### src/rtl/isense_pkg.sv
package isense_pkg;

  // Control-to-datapath strobes, one per cycle
  typedef struct packed {
    logic loadHold;   // capture the delayed sample into the hold register
    logic showFault;  // drive the reserved fault code
  } ctrlStrobes_t;

endpackage

### src/rtl/isense_ctrl.sv
module isense_ctrl
  import isense_pkg::*;
#(
  parameter int PRE_GUARD  = 4,
  parameter int POST_GUARD = 4
) (
  input  logic         clk,
  input  logic         rstN,
  input  logic         hsOn,
  input  logic         lsOn,
  input  logic         sampleValid,
  input  logic         faultIn,
  output ctrlStrobes_t ctl
);

  localparam int RUN_LIMIT = PRE_GUARD + POST_GUARD + 1;
  localparam int RUN_W     = $clog2(RUN_LIMIT + 1);

  logic             hsPrev;
  logic             started;
  logic [RUN_W-1:0] runLen;
  logic [RUN_W-1:0] runNext;
  logic             condNow;
  logic             startNow;
  logic             validIn;
  logic             tapValid;
  logic             windowOk;

  assign condNow  = lsOn & ~hsOn;
  assign startNow = hsPrev & ~hsOn;
  assign validIn  = sampleValid & (started | startNow);

  always_comb begin
    if (!condNow)
      runNext = '0;
    else if (runLen == RUN_W'(RUN_LIMIT))
      runNext = runLen;
    else
      runNext = runLen + 1'b1;
  end

  assign windowOk = (runNext == RUN_W'(RUN_LIMIT));

  always_ff @(posedge clk) begin
    if (!rstN) begin
      hsPrev  <= 1'b0;
      started <= 1'b0;
      runLen  <= '0;
    end else begin
      hsPrev  <= hsOn;
      started <= started | startNow;
      runLen  <= runNext;
    end
  end

  generate
    if (PRE_GUARD == 0) begin : g_noDelay
      assign tapValid = validIn;
    end else begin : g_delay
      logic [PRE_GUARD-1:0] validPipe;
      always_ff @(posedge clk) begin
        if (!rstN) begin
          validPipe <= '0;
        end else begin
          validPipe[0] <= validIn;
          for (int i = 1; i < PRE_GUARD; i++)
            validPipe[i] <= validPipe[i-1];
        end
      end
      assign tapValid = validPipe[PRE_GUARD-1];
    end
  endgenerate

  assign ctl.loadHold  = tapValid & windowOk & ~faultIn;
  assign ctl.showFault = faultIn;

endmodule

### src/rtl/isense_datapath.sv
module isense_datapath
  import isense_pkg::*;
#(
  parameter int SAMP_W       = 12,
  parameter int CODE_W       = 12,
  parameter int PRE_GUARD    = 4,
  parameter int CLAMP_MARGIN = 15
) (
  input  logic              clk,
  input  logic              rstN,
  input  logic [SAMP_W-1:0] sampleData,
  input  ctrlStrobes_t      ctl,
  output logic [CODE_W-1:0] monCode,
  output logic              monStrobe
);

  localparam logic [CODE_W-1:0] ZERO_CODE  = CODE_W'(1) << (CODE_W - 1);
  localparam logic [CODE_W-1:0] FAULT_CODE = '1;
  localparam logic [CODE_W-1:0] CLAMP_MAX  = FAULT_CODE - CODE_W'(CLAMP_MARGIN);
  localparam int                EXT_W      = ((SAMP_W > CODE_W) ? SAMP_W : CODE_W) + 2;

  logic [SAMP_W-1:0] tapData;
  logic [EXT_W-1:0]  extSum;
  logic [CODE_W-1:0] clamped;
  logic [CODE_W-1:0] holdReg;

  generate
    if (PRE_GUARD == 0) begin : g_noDelay
      assign tapData = sampleData;
    end else begin : g_delay
      logic [SAMP_W-1:0] dataPipe [PRE_GUARD];
      always_ff @(posedge clk) begin
        if (!rstN) begin
          for (int i = 0; i < PRE_GUARD; i++)
            dataPipe[i] <= '0;
        end else begin
          dataPipe[0] <= sampleData;
          for (int i = 1; i < PRE_GUARD; i++)
            dataPipe[i] <= dataPipe[i-1];
        end
      end
      assign tapData = dataPipe[PRE_GUARD-1];
    end
  endgenerate

  // Offset the signed sample onto the zero-current code, then clamp
  always_comb begin
    extSum = {{(EXT_W - SAMP_W){tapData[SAMP_W-1]}}, tapData} + EXT_W'(ZERO_CODE);
    if (extSum[EXT_W-1])
      clamped = '0;
    else if (extSum > EXT_W'(CLAMP_MAX))
      clamped = CLAMP_MAX;
    else
      clamped = extSum[CODE_W-1:0];
  end

  always_ff @(posedge clk) begin
    if (!rstN) begin
      holdReg   <= ZERO_CODE;
      monCode   <= ZERO_CODE;
      monStrobe <= 1'b0;
    end else begin
      monStrobe <= ctl.loadHold;
      if (ctl.loadHold)
        holdReg <= clamped;
      if (ctl.showFault)
        monCode <= FAULT_CODE;
      else if (ctl.loadHold)
        monCode <= clamped;
      else
        monCode <= holdReg;
    end
  end

endmodule

### src/rtl/isense_hold_seq.sv
module isense_hold_seq
  import isense_pkg::*;
#(
  parameter int SAMP_W       = 12,
  parameter int CODE_W       = 12,
  parameter int PRE_GUARD    = 4,
  parameter int POST_GUARD   = 4,
  parameter int CLAMP_MARGIN = 15
) (
  input  logic              clk,
  input  logic              rstN,
  input  logic              hsOn,
  input  logic              lsOn,
  input  logic              sampleValid,
  input  logic [SAMP_W-1:0] sampleData,
  input  logic              faultIn,
  output logic [CODE_W-1:0] monCode,
  output logic              monStrobe
);

  ctrlStrobes_t ctl;

  isense_ctrl #(
    .PRE_GUARD (PRE_GUARD),
    .POST_GUARD(POST_GUARD)
  ) u_ctrl (
    .clk        (clk),
    .rstN       (rstN),
    .hsOn       (hsOn),
    .lsOn       (lsOn),
    .sampleValid(sampleValid),
    .faultIn    (faultIn),
    .ctl        (ctl)
  );

  isense_datapath #(
    .SAMP_W      (SAMP_W),
    .CODE_W      (CODE_W),
    .PRE_GUARD   (PRE_GUARD),
    .CLAMP_MARGIN(CLAMP_MARGIN)
  ) u_dp (
    .clk       (clk),
    .rstN      (rstN),
    .sampleData(sampleData),
    .ctl       (ctl),
    .monCode   (monCode),
    .monStrobe (monStrobe)
  );

endmodule

### config.mk
export PLATFORM = sky130hd
export DESIGN_NAME = isense_hold_seq
export DESIGN_NICKNAME = d
export VERILOG_FILES = /design/src/rtl/isense_pkg.sv /design/src/rtl/isense_ctrl.sv /design/src/rtl/isense_datapath.sv /design/src/rtl/isense_hold_seq.sv
export SDC_FILE = /design/constraint.sdc
export NUM_CORES = 1
export LEC_CHECK = 0
export ABC_AREA = 1
export CAP_MARGIN = 40
export CORE_MARGIN = 5
export CORE_UTILIZATION = 49
export DETAILED_ROUTE_END_ITERATION = 8
export PLACE_DENSITY = 0.81
export SLEW_MARGIN = 40
export SYNTH_ARGS = -nofsm -noshare
export SYNTH_HDL_FRONTEND = slang
export SYNTH_HIERARCHICAL = 1
export SYNTH_SLANG_ARGS = --single-unit
### constraint.sdc
create_clock -name clk -period 1.72 [get_ports clk]
set_input_delay 0.258 -clock clk [delete_from_list [all_inputs] [get_ports clk]]
set_output_delay 0.258 -clock clk [all_outputs]
set_load 0.01 [all_outputs]
==> impl_metrics.py, run 1 <==
metrics = {
    "timing": {
        "drv_slew": 0,
        "final.setup.worst_slack_ps": -71.11,
        "rsz0062_at_grt": "true",
        "fin_tns_setup_ps": -293.4,
        "period_needed_ps": 1791,
        "worst_pin_slew_ps": 437.6,
        "hold_viol_final": 0,
        "timing.hold.ws_ps": 177.6,
        "skew_ps": 5.866,
        "slew_headroom_pct": 70.82,
        "setup_violations": 12,
        "clock.fmax_ghz": 0.5583,
        "post-route-period-util_pct": 104.1,
    },
    "clock_tree": {
        "path_clk_slew_ps": 70,
        "cts_tree": "built",
        "h-tree-depth": 3,
        "clockBufferDepth": 2,
        "root_buffer": "clkbuf_8",
        "cts_buffers": 9,
        "clk_latency_ps": 340,
        "cts.sinks": 83,
    },
    "drt": {
        "drtPass1Iterations": 4,
        "vias": 1814,
        "final_antenna_net_count": 0,
        "wl_per_cell_um": 9.401,
        "dr.first_iter.drc_count": 62,
        "drc": 0,
        "finalWirelength_um": 3986,
        "routed_via_density": 4.278,
    },
    "cells_and_area": {
        "drive_above_1_share_pct": 15.82,
        "utilization_pct": 64.95,
        "nNetsFinal": 369,
        "stdcell_count": 424,
        "fillCellCount": 383,
        "fin_area_sq_um": 3381,
        "area_delta_synth_final_pct": 26.62,
        "antennaDiodeCount": 0,
    },
    "power_and_ir_drop": {
        "power_density_nw_per_um2": 1087,
        "p_leak_nw": 1.754,
        "finalPower_mw": 3.676,
        "irDropWorstVdd_mv": 0.8535,
    },
    "placement": {
        "dp.final_hpwl_um": 2392,
        "globalplace.congestion": 0.7684,
        "pre_cts_ws_ps": -230.0,
        "io_buffers": 30,
        "dpl_cell_area_sq_um": 3015,
        "place_inst": 404,
    },
    "die": {
        "die-area_sq_um": 7026,
        "rows": 26,
        "io_pins": 31,
        "die_x_um": 83.82,
        "die_h_um": 83.82,
        "coreArea_sq_um": 5205,
        "initial_core_util_pct": 51.30,
    },
    "critical_path": {
        "worst-r2r-cell-count": 11,
        "r2r_end": "u_dp/monCode[8]$_SDFF_PN0_",
        "crit-reg2reg-launch": "u_ctrl/runLen[1]$_SDFF_PN0_",
        "critical_path_required_ps": 1930,
        "startpoint": "u_ctrl/runLen[1]$_SDFF_PN0_",
        "crit_fanout": 6,
        "end_kind": "register",
        "critPathKind": "reg2reg",
        "cp.arrival_ps": 2000,
        "ff2ff_setup_slack_ps": -70,
        "startpoint_type": "register",
        "crit_end": "u_dp/monCode[8]$_SDFF_PN0_",
    },
    "logic_synthesis": {
        "yosysUniqueCellTypes": 23,
        "seq_area_frac_synth_pct": 62.23,
        "avgSynthCellArea_sq_um": 8.669,
        "syn_nets": 328,
        "synthCells": 308,
        "yosys_warnings": 6,
        "ys_ff_latch": 83,
        "syn_area_sq_um": 2670,
    },
    "global_route": {
        "grtUsageMet3_pct": 5.627,
        "grt_max_degree": 53,
        "gr-total-overflow": 0,
        "grt.busiest_layer": "met2",
        "antenna_found_initial": 0,
        "first_global_vias": 1597,
        "track_usage_pct": 11.98,
        "grtUsageMet2_pct": 19.88,
        "met1_usage_pct": 12.83,
        "grt_pass1_wl_um": 6603,
    },
    "run": {
        "max_cap_viol_count": 0,
    },
    "outcome": {
        "violations": "setup timing",
        "status": "finished, violations left",
    },
    "min_path": {
        "whs_path_depth": 2,
        "hold_class": "in2reg",
    },
}
-- what timing repair did --
| item | CTS | global route |
|---|---|---|
| gates resized for setup | 14 | 18 |
| hold buffers | 0 | 0 |
| pin swaps | 1 | 13 |
| cloned | 1 | 0 |
| buffers inserted | 1 | 2 |
| endpoints found under the setup margin | 23 | 23 |
-- state kept, by name, summed over array words and instances, names as in the netlist --
name	flops
u_dp/g_delay.dataPipe	48
u_ctrl/hsPrev	1
u_dp/monCode	12
u_dp/holdReg	12
u_ctrl/g_delay.validPipe	4
u_ctrl/started	1
u_dp/monStrobe	1
u_ctrl/runLen	4
-- Yosys cell counts --
cell type	n	area share (%)
nand4_1	1	0.23
buf_12	1	0.75
nor3b_1	1	0.28
o21ai_1	3	0.56
ha_1	2	0.94
dfxtp_1	83	62
nand2_2	1	0.23
inv_2	4	0.56
nand3_2	2	0.75
nand2_1	88	12
nor3_1	3	0.56
a21oi_1	1	0.19
nor2_1	26	3.7
buf_4	3	0.84
mux2i_1	7	2.6
buf_2	5	0.94
nor2_2	2	0.47
o21ai_0	4	0.75
inv_1	64	9.0
or2_1	1	0.23
nand3_1	3	0.56
buf_6	2	0.84
nor2_4	1	0.42
-- cell families after synthesis --
logic type	synth area share (%)
buffers and inverters	12.93
AND/OR/NAND/NOR	19.78
flip-flops	62.23
adder cells (fa/ha/maj)	0.9371
AO/OA/AOI/OAI	1.499
multiplexers	2.624
-- where the power goes --
part           switching (mW)  internal [mW]
registers              0.0167           1.98
clock network           0.621          0.895
logic                  0.0801         0.0883
total                   0.718           2.96
-- critical path: stages (launching register included) --
cell     delay, ps
dfxtp_4        370
inv_4           60
ha_4           140
nand3_4         90
nand2_2         90
nand2_2         60
nor2_2         120
nand2_2         70
nor2_4         140
buf_6          150
mux2i_1        260
o21ai_1        100
-- routing by layer --
layer | wire [um] | part of all wire, % | up-vias
met1 | 1687 | 42 | 799
met3 | 273 | 6.8 | 7
met4 | 48 | 1.2 | 0
met2 | 1976 | 50 | 42
li1 | - | - | 966
met5 | 0 | 0 | -
-- cell usage in the layout (no fill, tap or decap), types with 3 or more instances in the layout --
master / synthesis / routed
o21ai_1: 3 / 3
inv_1: 64 / 63
nor2_4: 1 / 3
clkbuf_8: 0 / 11
o21ai_0: 4 / 4
buf_6: 2 / 3
inv_2: 4 / 4
buf_4: 3 / 8
nor2_1: 26 / 20
nand2_2: 1 / 5
nor2_2: 2 / 6
nor3_1: 3 / 3
clkdlybuf4s50_1: 0 / 29
mux2i_1: 7 / 5
dfxtp_1: 83 / 81
nand2_1: 88 / 83
-- worst min-delay path by stage --
stage,from,end,slack (ps)
after floorplan,rstN,u_ctrl/g_delay.validPipe[1]$_SDFF_PN0_,350
after global placement,u_dp/g_delay.dataPipe[0][1]$_SDFF_PN0_,u_dp/g_delay.dataPipe[1][1]$_SDFF_PN0_,390
after detailed placement,u_dp/g_delay.dataPipe[0][3]$_SDFF_PN0_,u_dp/g_delay.dataPipe[1][3]$_SDFF_PN0_,390
after CTS,rstN,u_dp/holdReg[11]$_SDFF_PN1_,160
after global routing,rstN,u_dp/holdReg[11]$_SDFF_PN1_,170
final,rstN,u_dp/holdReg[11]$_SDFF_PN1_,180
-- final cells by class --
| class | count | area, sq um | share of cell area (%) |
|---|---|---|---|
| clock buffers | 12 | 155.1 | 4.589 |
| flip-flops and latches | 83 | 1669 | 49.37 |
| inverters | 68 | 257.7 | 7.624 |
| repair buffers | 41 | 389.1 | 11.51 |
| well taps | 70 | 87.58 | 2.591 |
| multi-input cells | 146 | 749.5 | 22.17 |
| clock inverters | 4 | 72.57 | 2.147 |
Power figures use the tool's default switching activity.
==> run 2: changes to the inputs <==
--- a/config.mk
+++ b/config.mk
@@ -10,4 +10,5 @@
 export CORE_MARGIN = 5
 export CORE_UTILIZATION = 49
+export CTS_CLUSTER_SIZE = 20
 export DETAILED_ROUTE_END_ITERATION = 8
 export PLACE_DENSITY = 0.81
==> constraint.sdc (replaced) <==
create_clock -name clk -period 1.72 [get_ports clk]
set_input_delay 0.516 -clock clk [delete_from_list [all_inputs] [get_ports clk]]
set_output_delay 0.516 -clock clk [all_outputs]
set_load 0.01 [all_outputs]
==> run 2 against run 1 <==
  * Critical endpoint is now u_dp/monCode[10]$_SDFF_PN0_
  * Register-to-register slack about the same
  * The run still ends with setup timing left
  * Sequential cell count did not move
  * Core utilization rose by 0.41 points
==> impl_metrics.py, run 2 (synthesized netlist as in run 1, its figures left out) <==
metrics = {
    "critical_path": {
        "slowest_delay_ps": 370,
        "crit_fanout": 5,
        "cp.arrival_ps": 2010,
        "end_kind": "register",
        "crit-reg2reg-launch": "u_ctrl/runLen[1]$_SDFF_PN0_",
        "crit_path_frequent_cell": "nand2_2",
        "ff2ff_setup_slack_ps": -90,
        "r2r_end": "u_dp/monCode[10]$_SDFF_PN0_",
        "startpoint_type": "register",
        "critPathTopFamily": "simple AND/OR/NAND/NOR gates",
        "worst-r2r-cell-count": 11,
        "startpoint": "u_ctrl/runLen[1]$_SDFF_PN0_",
        "critPathKind": "reg2reg",
        "cpMaxStageDelayCell": "dfxtp_4",
        "crit_cells": 11,
        "critPathBufInv": 2,
        "critical_path.cell_chain": "inv_4 > ha_4 > nand3_4 > nand2_2 > nand2_2 > nor2_2 > nand2_2 > nor2_4 > buf_6 > mux2i_1 > o21ai_1",
        "crit_end": "u_dp/monCode[10]$_SDFF_PN0_",
        "critical_path_required_ps": 1930,
    },
    "cells_and_area": {
        "final_cell_mix": "81 x nand2_1, 81 x dfxtp_1, 62 x inv_1",
        "largest_reg_flops": 48,
        "utilization_pct": 65.36,
        "antennaDiodeCount": 0,
        "area_delta_synth_final_pct": 27.41,
        "drive_above_1_share_pct": 17.60,
        "regMostFlops": "u_dp/g_delay.dataPipe",
        "nNetsFinal": 374,
        "reg_top3": "u_dp/g_delay.dataPipe x48, u_dp/holdReg x12, u_dp/monCode x12",
    },
    "die": {
        "coreArea_sq_um": 5205,
        "die_x_um": 83.82,
        "die_h_um": 83.82,
        "io_pins": 31,
        "rows": 26,
        "initial_core_util_pct": 51.30,
        "die-area_sq_um": 7026,
    },
    "drt": {
        "final_antenna_net_count": 0,
        "vias": 1862,
        "finalWirelength_um": 4284,
        "drc": 0,
        "dr.first_iter.drc_count": 85,
        "routed_via_density": 4.350,
        "drtPass1Iterations": 4,
        "wl_per_cell_um": 10.01,
    },
    "clock_tree": {
        "cts_tree": "built",
        "hold_buffers": 0,
        "clockBufferDepth": 2,
        "cts.sinks": 83,
        "root_buffer": "clkbuf_8",
        "clk_latency_ps": 340,
        "h-tree-depth": 3,
        "cts_buffers": 9,
        "path_clk_slew_ps": 80,
    },
    "global_route": {
        "gr-total-overflow": 0,
        "grt_pass1_wl_um": 6969,
        "track_usage_pct": 12.55,
        "first_global_vias": 1643,
        "antenna_found_initial": 0,
        "grt_max_degree": 51,
    },
    "power_and_ir_drop": {
        "irDropWorstVdd_mv": 0.6698,
        "finalPower_mw": 3.466,
        "p_leak_nw": 1.852,
        "power_density_nw_per_um2": 1019,
    },
    "placement": {
        "io_buffers": 30,
        "globalplace.congestion": 0.7902,
        "dp.final_hpwl_um": 2514,
    },
    "run": {
        "max_cap_viol_count": 0,
    },
    "outcome": {
        "status": "finished, violations left",
        "violations": "setup timing",
    },
    "timing": {
        "worst_pin_slew_ps": 427.7,
        "skew_ps": 6.207,
        "slew_headroom_pct": 71.48,
        "setup_violations": 22,
        "post-route-period-util_pct": 105.0,
        "hold_viol_final": 0,
        "rsz0062_at_grt": "true",
        "period_needed_ps": 1806,
        "final.setup.worst_slack_ps": -85.79,
        "drv_slew": 0,
        "clock.fmax_ghz": 0.5538,
    },
    "min_path": {
        "hold_class": "reg2reg",
    },
}
-- run 2: cell types whose count changed in the layout (fill, tap and decap cells not counted), sizes merged --
cell,delta
clkinv,+1
dlymetal6s2s,+7
clkbuf,-2
dlygate4sd2,+6
buf,+5
bufinv,-1
clkinvlp,+1
clkdlybuf4s50,-13
-- run 2: worst min path at each step --
stage / startpoint / end / slack [ps] / cells past startpoint
2_1_floorplan: u_ctrl/g_delay.validPipe[0]$_SDFF_PN0_ / u_ctrl/g_delay.validPipe[1]$_SDFF_PN0_ / 390 / 2
3_3_place_gp: u_ctrl/g_delay.validPipe[2]$_SDFF_PN0_ / u_ctrl/g_delay.validPipe[3]$_SDFF_PN0_ / 390 / 2
3_5_place_dp: u_ctrl/g_delay.validPipe[2]$_SDFF_PN0_ / u_ctrl/g_delay.validPipe[3]$_SDFF_PN0_ / 390 / 2
4_1_cts: u_dp/g_delay.dataPipe[2][0]$_SDFF_PN0_ / u_dp/g_delay.dataPipe[3][0]$_SDFF_PN0_ / 410 / 2
5_1_grt: u_dp/g_delay.dataPipe[2][0]$_SDFF_PN0_ / u_dp/g_delay.dataPipe[3][0]$_SDFF_PN0_ / 430 / 2
6_report: u_dp/g_delay.dataPipe[2][0]$_SDFF_PN0_ / u_dp/g_delay.dataPipe[3][0]$_SDFF_PN0_ / 410 / 2
-- run 2: metal layers --
layer  global-route usage [%]  part of all wire (%)  wire [um]  vias up
met3                    4.738                   6.1        260       16
met1                    14.84                    46       1950      806
met4                    8.772                   3.0        129        0
li1                         -                     -          -      969
met2                    18.66                    45       1943       71
met5                        0                     0          0        -
-- run 2: per-stage QoR --
| step | setup TNS (ps) | worst slack (ps) | hold WS [ps] | area, sq um | cells |
|---|---|---|---|---|---|
| 3_3_place_gp | -9686 | -433.7 | 392.1 | 3035 | 405 |
| 3_5_place_dp | -10700 | -481.0 | 394.7 | 3035 | 405 |
| 6_report | -675.5 | -85.79 | 413.9 | 3402 | 428 |
| 5_1_grt | -3154 | -202.5 | 426.9 | 3402 | 428 |
| 2_1_floorplan | 0 | 46.50 | 390.0 | 2670 | 308 |
| 4_1_cts | -16.10 | -6.007 | 412.9 | 3326 | 428 |
-- run 2: what timing repair did --
action / CTS / global route
gates cloned: 1 / 0
resized for setup: 25 / 24
setup endpoints to repair: 27 / 33
setup buffers: 7 / 0
hold endpoints to repair: 0 / 0
pin swaps: 6 / 4
-- run 2: power breakdown --
part	internal [mW]	switching (mW)	total [mW]
logic	0.0909	0.0842	0.175
clock network	0.658	0.641	1.30
registers	1.98	0.0172	1.99
total	2.72	0.743	3.47
-- run 2: cell type report --
class                           instances  area, sq um
Fill cell                             397         1803
Sequential cell                        83         1669
Multi-Input combinational cell        146        759.5
Timing Repair Buffer                   46        445.4
Inverter                               68        257.7
Clock buffer                           10        127.6
Tap cell                               70        87.58
Clock inverter                          5        55.05
-- run 2: tightest hold or removal path, cell delays in order (launching register included) --
cell and delay [ps]:
dfxtp_1 310, nand2_1 50, inv_1 40
